$ cat config.mk
export PLATFORM = sky130hd
export DESIGN_NAME = dac_strobe_ctrl
export DESIGN_NICKNAME = d
export VERILOG_FILES = /design/src/rtl/dac_strobe_pkg.sv /design/src/rtl/dac_addr_decode.sv /design/src/rtl/dac_pending_track.sv /design/src/rtl/dac_strobe_ctrl.sv
export SDC_FILE = /design/constraint.sdc
export NUM_CORES = 1
export LEC_CHECK = 0
export BUFFER_PORTS_ARGS = -buffer_cell sky130_fd_sc_hd__buf_2
export CAP_MARGIN = 20
export CORE_MARGIN = 1
export CORE_UTILIZATION = 45
export CTS_BUF_LIST = sky130_fd_sc_hd__clkbuf_4 sky130_fd_sc_hd__clkbuf_8
export CTS_CLUSTER_DIAMETER = 100
export DETAILED_ROUTE_END_ITERATION = 16
export MAX_ROUTING_LAYER = met4
export PLACE_DENSITY = 0.69
export SYNTH_ARGS = -nofsm -noshare
export SYNTH_HDL_FRONTEND = slang
export SYNTH_HIERARCHICAL = 1
export SYNTH_SLANG_ARGS = --single-unit
$ cat constraint.sdc
create_clock -name clk -period 3.7 [get_ports clk]
set_input_delay 1.11 -clock clk [delete_from_list [all_inputs] [get_ports clk]]
set_output_delay 1.11 -clock clk [all_outputs]
set_load 0.05 [all_outputs]
$ cat src/rtl/dac_strobe_pkg.sv
package dac_strobe_pkg;
    typedef enum logic [1:0] {
        PH_IDLE   = 2'd0,
        PH_STROBE = 2'd1,
        PH_HOLD   = 2'd2
    } phase_e;

    // Whole cycles covering a time in ns, rounded up, minimum one.
    function automatic int ns_to_cycles(input int ns, input int clk_ns);
        int c;
        c = (ns + clk_ns - 1) / clk_ns;
        return (c < 1) ? 1 : c;
    endfunction
endpackage

$ cat src/rtl/dac_addr_decode.sv
module dac_addr_decode #(
    parameter int NUM_DEV     = 4,
    parameter int ADDR_W      = 4,
    parameter int LOAD_BASE   = 4,
    parameter int COMMIT_ADDR = 12
) (
    input  logic [ADDR_W-1:0]  addr,
    output logic [NUM_DEV-1:0] load_hit,
    output logic               commit_hit
);
    for (genvar i = 0; i < NUM_DEV; i++) begin : g_load
        assign load_hit[i] = (addr == ADDR_W'(LOAD_BASE + i));
    end
    assign commit_hit = (addr == ADDR_W'(COMMIT_ADDR));
endmodule

$ cat src/rtl/dac_pending_track.sv
module dac_pending_track #(
    parameter int NUM_DEV = 4
) (
    input  logic               clk,
    input  logic               rst_n,
    input  logic [NUM_DEV-1:0] set_vec,
    input  logic               clear_all,
    output logic [NUM_DEV-1:0] pending
);
    logic [NUM_DEV-1:0] pend_d, pend_q;

    always_comb begin
        pend_d = pend_q;
        if (clear_all) pend_d = '0;
        else           pend_d = pend_q | set_vec;
    end

    always_ff @(posedge clk or negedge rst_n) begin
        if (!rst_n) pend_q <= '0;
        else        pend_q <= pend_d;
    end

    assign pending = pend_q;
endmodule

$ cat src/rtl/dac_strobe_ctrl.sv
module dac_strobe_ctrl
    import dac_strobe_pkg::*;
#(
    parameter int NUM_DEV     = 4,
    parameter int ADDR_W      = 4,
    parameter int DATA_W      = 8,
    parameter int LOAD_BASE   = 4,
    parameter int COMMIT_ADDR = 12,
    parameter int CLK_NS      = 20,
    parameter int STROBE_NS   = 900,
    parameter int HOLD_NS     = 50
) (
    input  logic               clk,
    input  logic               rst_n,
    input  logic [ADDR_W-1:0]  bus_addr,
    input  logic [DATA_W-1:0]  bus_wdata,
    input  logic               bus_wr,
    output logic               bus_ready,
    input  logic               freeze,
    output logic [DATA_W-1:0]  dac_data,
    output logic [NUM_DEV-1:0] conv_sel_n,
    output logic               load_stb_n,
    output logic               commit_en_n,
    output logic               commit_stb_n,
    output logic               latch_en,
    output logic [NUM_DEV-1:0] dac_pending
);
    localparam int STROBE_CYC = ns_to_cycles(STROBE_NS, CLK_NS);
    localparam int HOLD_CYC   = ns_to_cycles(HOLD_NS, CLK_NS);
    localparam int MAX_CYC    = (STROBE_CYC > HOLD_CYC) ? STROBE_CYC : HOLD_CYC;
    localparam int CNT_W      = $clog2(MAX_CYC + 1);

    typedef struct packed {
        phase_e             phase;
        logic [CNT_W-1:0]   cnt;
        logic [DATA_W-1:0]  data;
        logic [NUM_DEV-1:0] sel_n;
        logic               load_n;
        logic               cen_n;
        logic               cstb_n;
        logic               len;
    } ctrl_t;

    ctrl_t              st_d, st_q;
    logic [NUM_DEV-1:0] load_hit;
    logic               commit_hit;
    logic [NUM_DEV-1:0] pend_set;
    logic               pend_clr;

    dac_addr_decode #(
        .NUM_DEV    (NUM_DEV),
        .ADDR_W     (ADDR_W),
        .LOAD_BASE  (LOAD_BASE),
        .COMMIT_ADDR(COMMIT_ADDR)
    ) u_dec (
        .addr      (bus_addr),
        .load_hit  (load_hit),
        .commit_hit(commit_hit)
    );

    dac_pending_track #(.NUM_DEV(NUM_DEV)) u_pend (
        .clk      (clk),
        .rst_n    (rst_n),
        .set_vec  (pend_set),
        .clear_all(pend_clr),
        .pending  (dac_pending)
    );

    always_comb begin
        st_d     = st_q;
        pend_set = '0;
        pend_clr = 1'b0;
        st_d.len = ~freeze;
        unique case (st_q.phase)
            PH_IDLE: begin
                if (bus_wr) begin
                    if (commit_hit) begin
                        st_d.phase  = PH_STROBE;
                        st_d.cnt    = CNT_W'(STROBE_CYC - 1);
                        st_d.cen_n  = 1'b0;
                        st_d.cstb_n = 1'b0;
                        pend_clr    = 1'b1;
                    end else if ((|load_hit) && !freeze) begin
                        st_d.phase  = PH_STROBE;
                        st_d.cnt    = CNT_W'(STROBE_CYC - 1);
                        st_d.data   = bus_wdata;
                        st_d.sel_n  = ~load_hit;
                        st_d.load_n = 1'b0;
                        pend_set    = load_hit;
                    end
                    // unmapped or frozen load: completes here, no strobe
                end
            end
            PH_STROBE: begin
                if (st_q.cnt == '0) begin
                    st_d.phase  = PH_HOLD;
                    st_d.cnt    = CNT_W'(HOLD_CYC - 1);
                    st_d.sel_n  = '1;
                    st_d.load_n = 1'b1;
                    st_d.cen_n  = 1'b1;
                    st_d.cstb_n = 1'b1;
                end else begin
                    st_d.cnt = st_q.cnt - 1'b1;
                end
            end
            PH_HOLD: begin
                if (st_q.cnt == '0) st_d.phase = PH_IDLE;
                else                st_d.cnt   = st_q.cnt - 1'b1;
            end
            default: st_d.phase = PH_IDLE;
        endcase
    end

    always_ff @(posedge clk or negedge rst_n) begin
        if (!rst_n) begin
            st_q.phase  <= PH_IDLE;
            st_q.cnt    <= '0;
            st_q.data   <= '0;
            st_q.sel_n  <= '1;
            st_q.load_n <= 1'b1;
            st_q.cen_n  <= 1'b1;
            st_q.cstb_n <= 1'b1;
            st_q.len    <= 1'b1;
        end else begin
            st_q <= st_d;
        end
    end

    assign bus_ready    = (st_q.phase == PH_IDLE);
    assign dac_data     = st_q.data;
    assign conv_sel_n   = st_q.sel_n;
    assign load_stb_n   = st_q.load_n;
    assign commit_en_n  = st_q.cen_n;
    assign commit_stb_n = st_q.cstb_n;
    assign latch_en     = st_q.len;
endmodule

# ---- Word-level counts from Yosys, hierarchy flattened
# Cells that the tools add are included.
dict set report totals {
  register_bits 28
  input_bits 16
  out_inout_bits 21
}
dict set report classes {
  addsub 1
  n_bitwise 4
  n_mux 21
  n_eq_ne 15
  reduce_logical 12
}
# cell count
set op_table {}
lappend op_table {{2-to-1 mux 23 bit} 1}
lappend op_table {{2-to-1 mux 21 bit} 1}
lappend op_table {{2-to-1 mux 4 bit} 5}
lappend op_table {{one-hot mux 6 bit (3 select lines)} 1}
lappend op_table {{== test 4 x 3 -> 1 bit, second input constant} 4}
lappend op_table {{AND reduction 4 bit} 4}
lappend op_table {{one-hot mux 7 bit (2 select lines)} 1}
lappend op_table {{2-to-1 mux 13 bit} 1}
lappend op_table {{2-to-1 mux 6 bit} 2}
lappend op_table {{inequality test 2 bit, second input constant} 5}
lappend op_table {{2-to-1 mux 8 bit} 1}
lappend op_table {{2-to-1 mux 7 bit} 1}
lappend op_table {{zero test 6 bit} 1}
lappend op_table {{2-to-1 mux 2 bit} 3}
lappend op_table {{one-hot mux 2 bit (3 select lines)} 1}
lappend op_table {{subtractor 6 x 1 -> 6 bit, second input constant} 1}
lappend op_table {{AND reduction 5 bit} 1}
lappend op_table {{== test 4 bit, second input constant} 1}
lappend op_table {{inequality test 2 x 1 -> 1 bit, second input constant} 2}
lappend op_table {{NOT 4 bit} 1}
lappend op_table {{OR 4 bit} 1}
lappend op_table {{OR reduction 4 bit} 1}
lappend op_table {{2-to-1 mux 1 bit} 3}
lappend op_table {{inequality test 3 x 1 -> 1 bit, second input constant} 1}
lappend op_table {{8 further kinds} 9}

# ---- Longest topological paths before layout
# Gate-level depths: netlist (run 1).
dict set report logic_depth {
  word_depth 9
  depth_mapped 7
  ltp_nobuf 6
}

# ---- By module
# The synthesis (run 1) kept the hierarchy.
# mod n_inst seq_area_each_um2 cells_per_inst area_each_um2
set modules_own_cells {}
lappend modules_own_cells {dac_strobe_ctrl 1 584.3 137 1386.3}
lappend modules_own_cells {dac_pending_track 1 100.1 8 140.1}
lappend modules_own_cells {dac_addr_decode 1 0.0 5 63.8}

# ---- Worst setup path before layout (run 1)
# Ideal clock, no wire load.
dict set report synth_path {
  path_type {input to register}
  startpoint {input bus_addr[1]}
  endpoint {register st_q[17] in the netlist's numbering}
  path_stages 5
  n_path_buf 0
  t_arrival_ns 2.525
  path_slack_ns 1.050
  cell_sequence {nor4b_2 > nor4_4 > o311a_4 > or2_4 > mux2_4}
}
dict set report synth_between {
  elab_chain_cells 5
  word_cells_on_any_way 12
  cone_classes {eq/ne: 6; mux: 3; reduce/logical: 3}
}
# element line_no
set synth_rtl {}
lappend synth_rtl {{start, declared} dac_strobe_ctrl.sv:15} ;# input logic [ADDR_W-1:0] bus_addr,
lappend synth_rtl {{== test 4 x 3 -> 1 bit} dac_addr_decode.sv:12} ;# assign load_hit[i] = (addr == ADDR_W'(LOAD_BASE + i));
lappend synth_rtl {{OR reduction 4 bit} dac_strobe_ctrl.sv:83} ;# end else if ((|load_hit) && !freeze) begin
lappend synth_rtl {{logical AND 1 bit} dac_strobe_ctrl.sv:83}
lappend synth_rtl {{inequality test 3 x 1 -> 1 bit (no source line)} n/a}
lappend synth_rtl {{AND reduction 4 bit (no source line)} n/a}
lappend synth_rtl {{end signal, assigned} dac_strobe_ctrl.sv:125} ;# st_q <= st_d;
lappend synth_rtl {{end, declared} dac_strobe_ctrl.sv:44} ;# ctrl_t st_d, st_q;
# Parallel ways exist; a longest one is shown, timed or not. The select of a mux whose other input is x is not followed.
# A chain may end at the register's enable or synchronous reset.

# ---- Final worst setup path (run 1)
dict set report layout_path {
  startpoint {register st_q[22] in the netlist's numbering}
  endpoint {output bus_ready}
}
dict set report layout_between {
  elab_chain_cells 1
}
# element line_no
set layout_rtl {}
lappend layout_rtl {{zero test 2 bit} dac_strobe_ctrl.sv:129} ;# assign bus_ready = (st_q.phase == PH_IDLE);
lappend layout_rtl {{end, declared} dac_strobe_ctrl.sv:18} ;# output logic bus_ready,
# Every way passes these cells.

==> results of run 1 <==
-- registers in the layout, summed over array words and instances (netlist names) --
signal and flops:
dac_data 8, st_q 8, latch_en 1, u_pend/pending 4, load_stb_n 1, conv_sel_n 4, commit_en_n 1
-- worst register-to-register path, stage by stage (launching register included) --
cell      delay, ns
dfrtp_1        0.44
inv_1          0.11
ha_1           0.41
nand3b_1       0.22
nor3_2         0.54
mux2_2         0.40
-- cells in the mapped netlist, types with 3 or more instances --
cell type	n
a211oi_1	3
a21oi_1	12
and2_1	5
and4bb_2	3
buf_4	14
clkbuf_1	3
dfrtp_1	20
dfstp_2	7
ha_1	5
inv_1	10
mux2_2	9
nand2_1	3
nor2_1	9
o21ai_0	3
o21ba_1	4
o22a_1	4
or3_1	3
-- report_power, final --
group          switching (mW)  internal, mW  leakage (nW)  total, mW
combinational           0.710         0.346         0.448       1.06
sequential             0.0664         0.424         0.330      0.490
clock                  0.0880        0.0414        0.0139      0.129
-- layer usage --
layer	track usage	wire (µm)	up-vias
li1	-	-	577
met1	0.225	1410	558
met4	0.0540	20	0
met2	0.269	1350	44
met5	-	0	-
met3	0.0546	199	2
-- cell families (layout without fill, tap and decap cells) --
group	Yosys count	after routing	synth area share
compound gates	41	41	0.191
fa+ha+maj	5	5	0.0393
buf+inv	28	51	0.0991
flops	27	27	0.430
mux	10	10	0.0732
simple gates	39	39	0.167
-- worst paths after layout --
kind                                               endpoint                   start  slack [ns]  cells after the start
min in group asynchronous       u_pend/pending[1]$_DFF_PN0_                   rst_n        0.75                      1
max in group asynchronous           commit_en_n$_DFFE_PN1P_                   rst_n        2.56                      1
worst min register to register       load_stb_n$_DFFE_PN1P_  load_stb_n$_DFFE_PN1P_        0.49                      2
worst max register to register      dac_data[1]$_DFFE_PN0P_    st_q[22]$_DFFE_PN0P_        1.51                      5
worst min-delay path                 load_stb_n$_DFFE_PN1P_  load_stb_n$_DFFE_PN1P_        0.49                      2
worst max-delay path                              bus_ready    st_q[22]$_DFFE_PN0P_        0.97                      3
-- area by class of cell --
cell class / instances / area, µm² / area share
multi-input combinational: 95 / 748 / 0.430
sequential: 27 / 684 / 0.393
timing repair buffer: 36 / 180 / 0.103
tap: 46 / 57.6 / 0.0330
inverter: 11 / 41.3 / 0.0237
clock buffer: 3 / 22.5 / 0.0129
clock inverter: 1 / 7.51 / 0.00431
==> out/results.txt, run 1 <==
status: completed
post-route minimum period: 2.73 ns
PwrDens: 962 nW/µm²
RSZ-0062 raised after global routing: false
Inserted Diodes: 0
# resized after CTS: 0
fin worst setup slack: 0.972 ns
Crit-path slowest cell: dfrtp_1
Worst Setup End Kind: primary output
Slew Viols, Final: 0
setup violators final: 0
largest net degree at the start of global routing: 28
Mapped Area: 1590 µm²
Synth-to-Final Area Change: 9.52%
DR iter-0 viols: 68
Min-Delay Path Class: reg -> reg
Seq/Total Area, Yosys: 0.430
crit start category: register
Post-synth EDFFs: 0
# DRC: 0
clock latency on the worst-skew pair: 0.33 ns
Max Clk Rate: 0.367 GHz
Filler cells: 323
share of cells above drive strength 1: 0.393
Final Instance Area: 1740 µm²
YS warnings: 6
initial antenna violation count: 0
die area: 3780 µm²
Post-CTS Setup Repair Bufs: 0
synthesized instance count: 150
final setup TNS: 0 ns
Layout Cells excl Fill: 219
Hold Slack: 0.494 ns
commonest non-fill, non-tap cell in the layout: buf_2
# rows: 21
via count: 1181
WP data required: 2.59 ns
die width: 61.4 µm
dpl hpwl: 2.27 mm
Clock Skew: 0.0131 ns
synthesis-stage register bit count: 27
top cell type's share of synthesized area: 0.315
Num CTS Buffers: 3
Initial Utilization: 0.473
antenna-violating nets left: 0
CTS tree: yes
GR Overflow Total: 0
Top FF cell, synth: dfrtp_1
placed cell areas: 1710 µm²
crit-path cells: inv_1 > ha_1 > buf_2
vias in the first global route: 1042
CP arrival: 1.62 ns
slowest cell delay on critical path: 0.44 ns
Placed Cells: 215
Distinct cells, synth: 43
fin crit share: 0.737
Placer Congestion: 1.01
dpl ws: 0.758 ns
commonest cells after routing, fill and taps aside: buf_2 (36), dfrtp_1 (20), a21oi_1 (12)
DIE HEIGHT: 61.4 µm
Avg Vias per Cell: 5.39
clock buffer depth: 2
DRT Pass-1 Iters: 5
worst path bufs/invs: 2
worst vdd ir: 0.470 mV
Port Buffers: 36
I/O pins: 37
clock sinks: 27
crit-path max FO: 11
Post-synth ARST share: 1.00
Hold Vio Cnt, Final: 0
Lkg Pwr: 0.792 nW
Syn Nets: 171
nets: 195
Slew @ Worst Pin: 0.708 ns
All-Layer GR Usage: 0.176
type of the worst setup path: reg -> out
Core Region: 3360 µm²
CTS Hold Buffers Added: 0
total power draw: 1.68 mW
CTS root buffer: clkbuf_4
top post-synthesis cells by area: dfrtp_1 (31%), dfstp_2 (12%), buf_4 (6.6%)
end-of-flow core utilization: 0.518
global-route wire length before repair: 4.67 mm
htree depth: 1
clk slew on worst S/H paths: 0.15 ns
post-synth top area cell: dfrtp_1
Top delay family on crit path: buffers and inverters
drt wl/cell: 13.6 µm
mean post-synth cell area: 10.6 µm²
Rel. slew slack: 0.524
number of max-cap violations: 0
final wirelength: 2.98 mm
Note: power is estimated with default switching activity, not from simulation.
==> run 2, diff against run 1 <==
--- a/config.mk
+++ b/config.mk
@@ -5,6 +5,7 @@
 export SDC_FILE = /design/constraint.sdc
 export NUM_CORES = 1
 export LEC_CHECK = 0
+export ABC_AREA = 1
 export BUFFER_PORTS_ARGS = -buffer_cell sky130_fd_sc_hd__buf_2
 export CAP_MARGIN = 20
 export CORE_MARGIN = 1
@@ -13,7 +14,7 @@
 export CTS_CLUSTER_DIAMETER = 100
 export DETAILED_ROUTE_END_ITERATION = 16
 export MAX_ROUTING_LAYER = met4
-export PLACE_DENSITY = 0.69
+export PLACE_DENSITY = 0.71
 export SYNTH_ARGS = -nofsm -noshare
 export SYNTH_HDL_FRONTEND = slang
 export SYNTH_HIERARCHICAL = 1
==> constraint.sdc (replaced) <==
create_clock -name clk -period 2.27 [get_ports clk]
set_input_delay 0.681 -clock clk [delete_from_list [all_inputs] [get_ports clk]]
set_output_delay 0.681 -clock clk [all_outputs]
set_load 0.05 [all_outputs]
==> run 2 against run 1 <==
Hold slack got worse by 0.17 ns. Synthesized cell count increased by 40%. First-iteration DRC count is 18% lower. Largest cell class unchanged. Via count grew 12%. Largest power group unchanged. Sequential power up 66%. Cell area up 1.4%. Worst setup slack worse by 0.87 ns. Clock power grew 71%.
==> out/results.txt, run 2 <==
status: completed
DRT Pass-1 Iters: 4 (-1)
clock sinks: 27 (unchanged)
I/O pins: 37 (unchanged)
die area: 3800 µm² (+0.68%)
Synth-to-Final Area Change: 10.3%
dpl hpwl: 2.27 mm (-0.13%)
All-Layer GR Usage: 0.183 (+0.00703)
post-synth top area cell: dfrtp_1
Distinct cells, synth: 27 (-37%)
commonest cells after routing, fill and taps aside: nand2_1 (70), buf_2 (36), nor2_1 (22)
Syn Nets: 231 (+35%)
Inserted Diodes: 0 (unchanged)
mean post-synth cell area: 7.63 µm² (-28%)
Rel. slew slack: 0.609 (+0.0850)
Hold Vio Cnt, Final: 0 (unchanged)
Post-synth EDFFs: 0 (unchanged)
share of cells above drive strength 1: 0.267 (-0.126)
end-of-flow core utilization: 0.525 (+0.00744)
clock buffer depth: 2 (unchanged)
PwrDens: 1490 nW/µm² (+55%)
CTS root buffer: clkbuf_4
busiest layer in global routing: met2
# rows: 21 (unchanged)
fin crit share: 0.954
top post-synthesis cells by area: dfrtp_1 (31%), nand2_1 (16%), dfstp_2 (11%)
DR iter-0 viols: 56 (-18%)
die width: 61.7 µm (+0.34%)
Placer Congestion: 0.825 (-19%)
Post-CTS Setup Repair Bufs: 0 (unchanged)
DIE HEIGHT: 61.7 µm (+0.34%)
met3 Use GR: 0.0315 (-0.0231)
clock latency on the worst-skew pair: 0.33 ns (about the same)
WP data required: 1.59 ns (-1.00 ns)
global-route wire length before repair: 4.91 mm (+5.0%)
synthesized instance count: 210 (+40%)
YS warnings: 6 (unchanged)
# DRC: 0 (unchanged)
Seq/Total Area, Yosys: 0.427 (-0.00303)
largest net degree at the start of global routing: 28 (unchanged)
commonest non-fill, non-tap cell in the layout: nand2_1
Top FF cell, synth: dfrtp_1
drt wl/cell: 10.4 µm (-24%)
final setup TNS: 0 ns (unchanged)
Port Buffers: 36 (unchanged)
via count: 1324 (+12%)
synthesis-stage register bit count: 27 (unchanged)
Clock Skew: 0.00137 ns (-0.0117 ns)
CTS Hold Buffers Added: 0 (unchanged)
clk slew on worst S/H paths: 0.15 ns (about the same)
Synth top cells by count: nand2_1 (70), nor2_1 (22), inv_1 (21), dfrtp_1 (20), buf_4 (13)
final wirelength: 2.92 mm (-1.9%)
Hold Slack: 0.319 ns (-0.175 ns)
CP arrival: 1.49 ns (-0.13 ns)
Filler cells: 354 (+9.6%)
Min-Delay Path Class: in -> async
sequential cell area: 684 µm² (unchanged)
Lkg Pwr: 0.955 nW (+20%)
Core Region: 3360 µm² (unchanged)
type of the worst setup path: reg -> out
antenna-violating nets left: 0 (unchanged)
area of the multi-input gates: 718 µm² (-4.0%)
Worst Setup End Kind: primary output
worst vdd ir: 0.425 mV (-9.6%)
htree depth: 1 (unchanged)
Slew Viols, Final: 0 (unchanged)
crit-path max FO: 5 (-6)
Max Clk Rate: 0.462 GHz
Post-synth ARST share: 1.00 (unchanged)
Global Route met2 Usage: 0.276 (+0.00786)
met1 usage: 0.237 (+0.0123)
post-route minimum period: 2.17 ns
vias in the first global route: 1155 (+11%)
crit start category: register
Slew @ Worst Pin: 0.586 ns (-0.122 ns)
count leader, synth: nand2_1
Initial Utilization: 0.476 (+0.00335)
nets: 258 (+32%)
Mapped Area: 1600 µm² (+0.71%)
RSZ-0062 raised after global routing: false
top cell type's share of synthesized area: 0.313 (-0.00221)
GR Overflow Total: 0 (unchanged)
setup violators final: 0 (unchanged)
CTS tree: yes
Num CTS Buffers: 3 (unchanged)
number of max-cap violations: 0 (unchanged)
initial antenna violation count: 0 (unchanged)
Avg Vias per Cell: 4.70 (-13%)
# resized after CTS: 0 (unchanged)
run 2: cell types whose count changed after synthesis, moves of 4 or more:
cell     delta
and2_1      -5
o21ba_1     -4
nor2_1     +13
nand2_1    +67
mux2_2      -9
nand3_1     +8
o21ai_1     +7
inv_1      +11
a21oi_1     -6
o22a_1      -4
nand2_2     +6
run 2: per-stage QoR:
stage | area, µm² | std cells | total power [mW] | setup slack (ns)
finish | 1770 | 282 | 2.63 | 0.103
floorplan | 1600 | 210 | 2.25 | 0.491
detailed placement | 1740 | 278 | 2.44 | 0.290
CTS | 1770 | 282 | 2.65 | 0.0883
global placement | 1740 | 278 | 2.42 | 0.283
global route | 1770 | 282 | 2.88 | 0.00824
run 2: path summary, 6_finish.rpt:
path	from	to	slack, ns	cells past startpoint
hold / removal	rst_n	dac_data[2]$_DFFE_PN0P_	0.32	1
setup / recovery	st_q[22]$_DFFE_PN0P_	bus_ready	0.10	3
hold reg to reg	conv_sel_n[2]$_DFFE_PN1P_	conv_sel_n[2]$_DFFE_PN1P_	0.48	2
setup reg to reg	st_q[22]$_DFFE_PN0P_	st_q[16]$_DFFE_PN0P_	0.63	10
min in group clk	conv_sel_n[2]$_DFFE_PN1P_	conv_sel_n[2]$_DFFE_PN1P_	0.48	2
max in group asynchronous	rst_n	conv_sel_n[1]$_DFFE_PN1P_	1.57	1
run 2: power by group:
part / switching [mW] / internal (mW) / leakage (nW) / total, mW
combinational: 1.18 / 0.420 / 0.606 / 1.60
sequential: 0.121 / 0.692 / 0.335 / 0.813
clock: 0.152 / 0.0676 / 0.0139 / 0.220
run 2: worst max-delay path, cell delays in order (launching register included):
cell     delay [ns]
dfrtp_1        0.44
inv_1          0.11
ha_1           0.29
buf_2          0.31
run 2: layer usage:
metal	part of all wire	up-vias
met1	0.48	595
met2	0.46	29
li1	-	695
met3	0.036	5
met4	0.019	0
met5	0	-
run 2: area by class of cell:
| cell class | count | share of cell area |
|---|---|---|
| clock buffers | 3 | 0.0127 |
| clock inverters | 1 | 0.00425 |
| inverters | 25 | 0.0545 |
| repair buffers | 36 | 0.102 |
| multi-input cells | 144 | 0.407 |
| well taps | 46 | 0.0326 |
| flip-flops and latches | 27 | 0.387 |
run 2: kinds of logic after synthesis:
kind of cell	Yosys count	synth area share
AOI/OAI and AO/OA	19	0.0734
buffers and inverters	39	0.124
adders and majority gates	5	0.0391
DFF	27	0.427
and+or+nand+nor	119	0.330
xor gates and xnor gates	1	0.00547
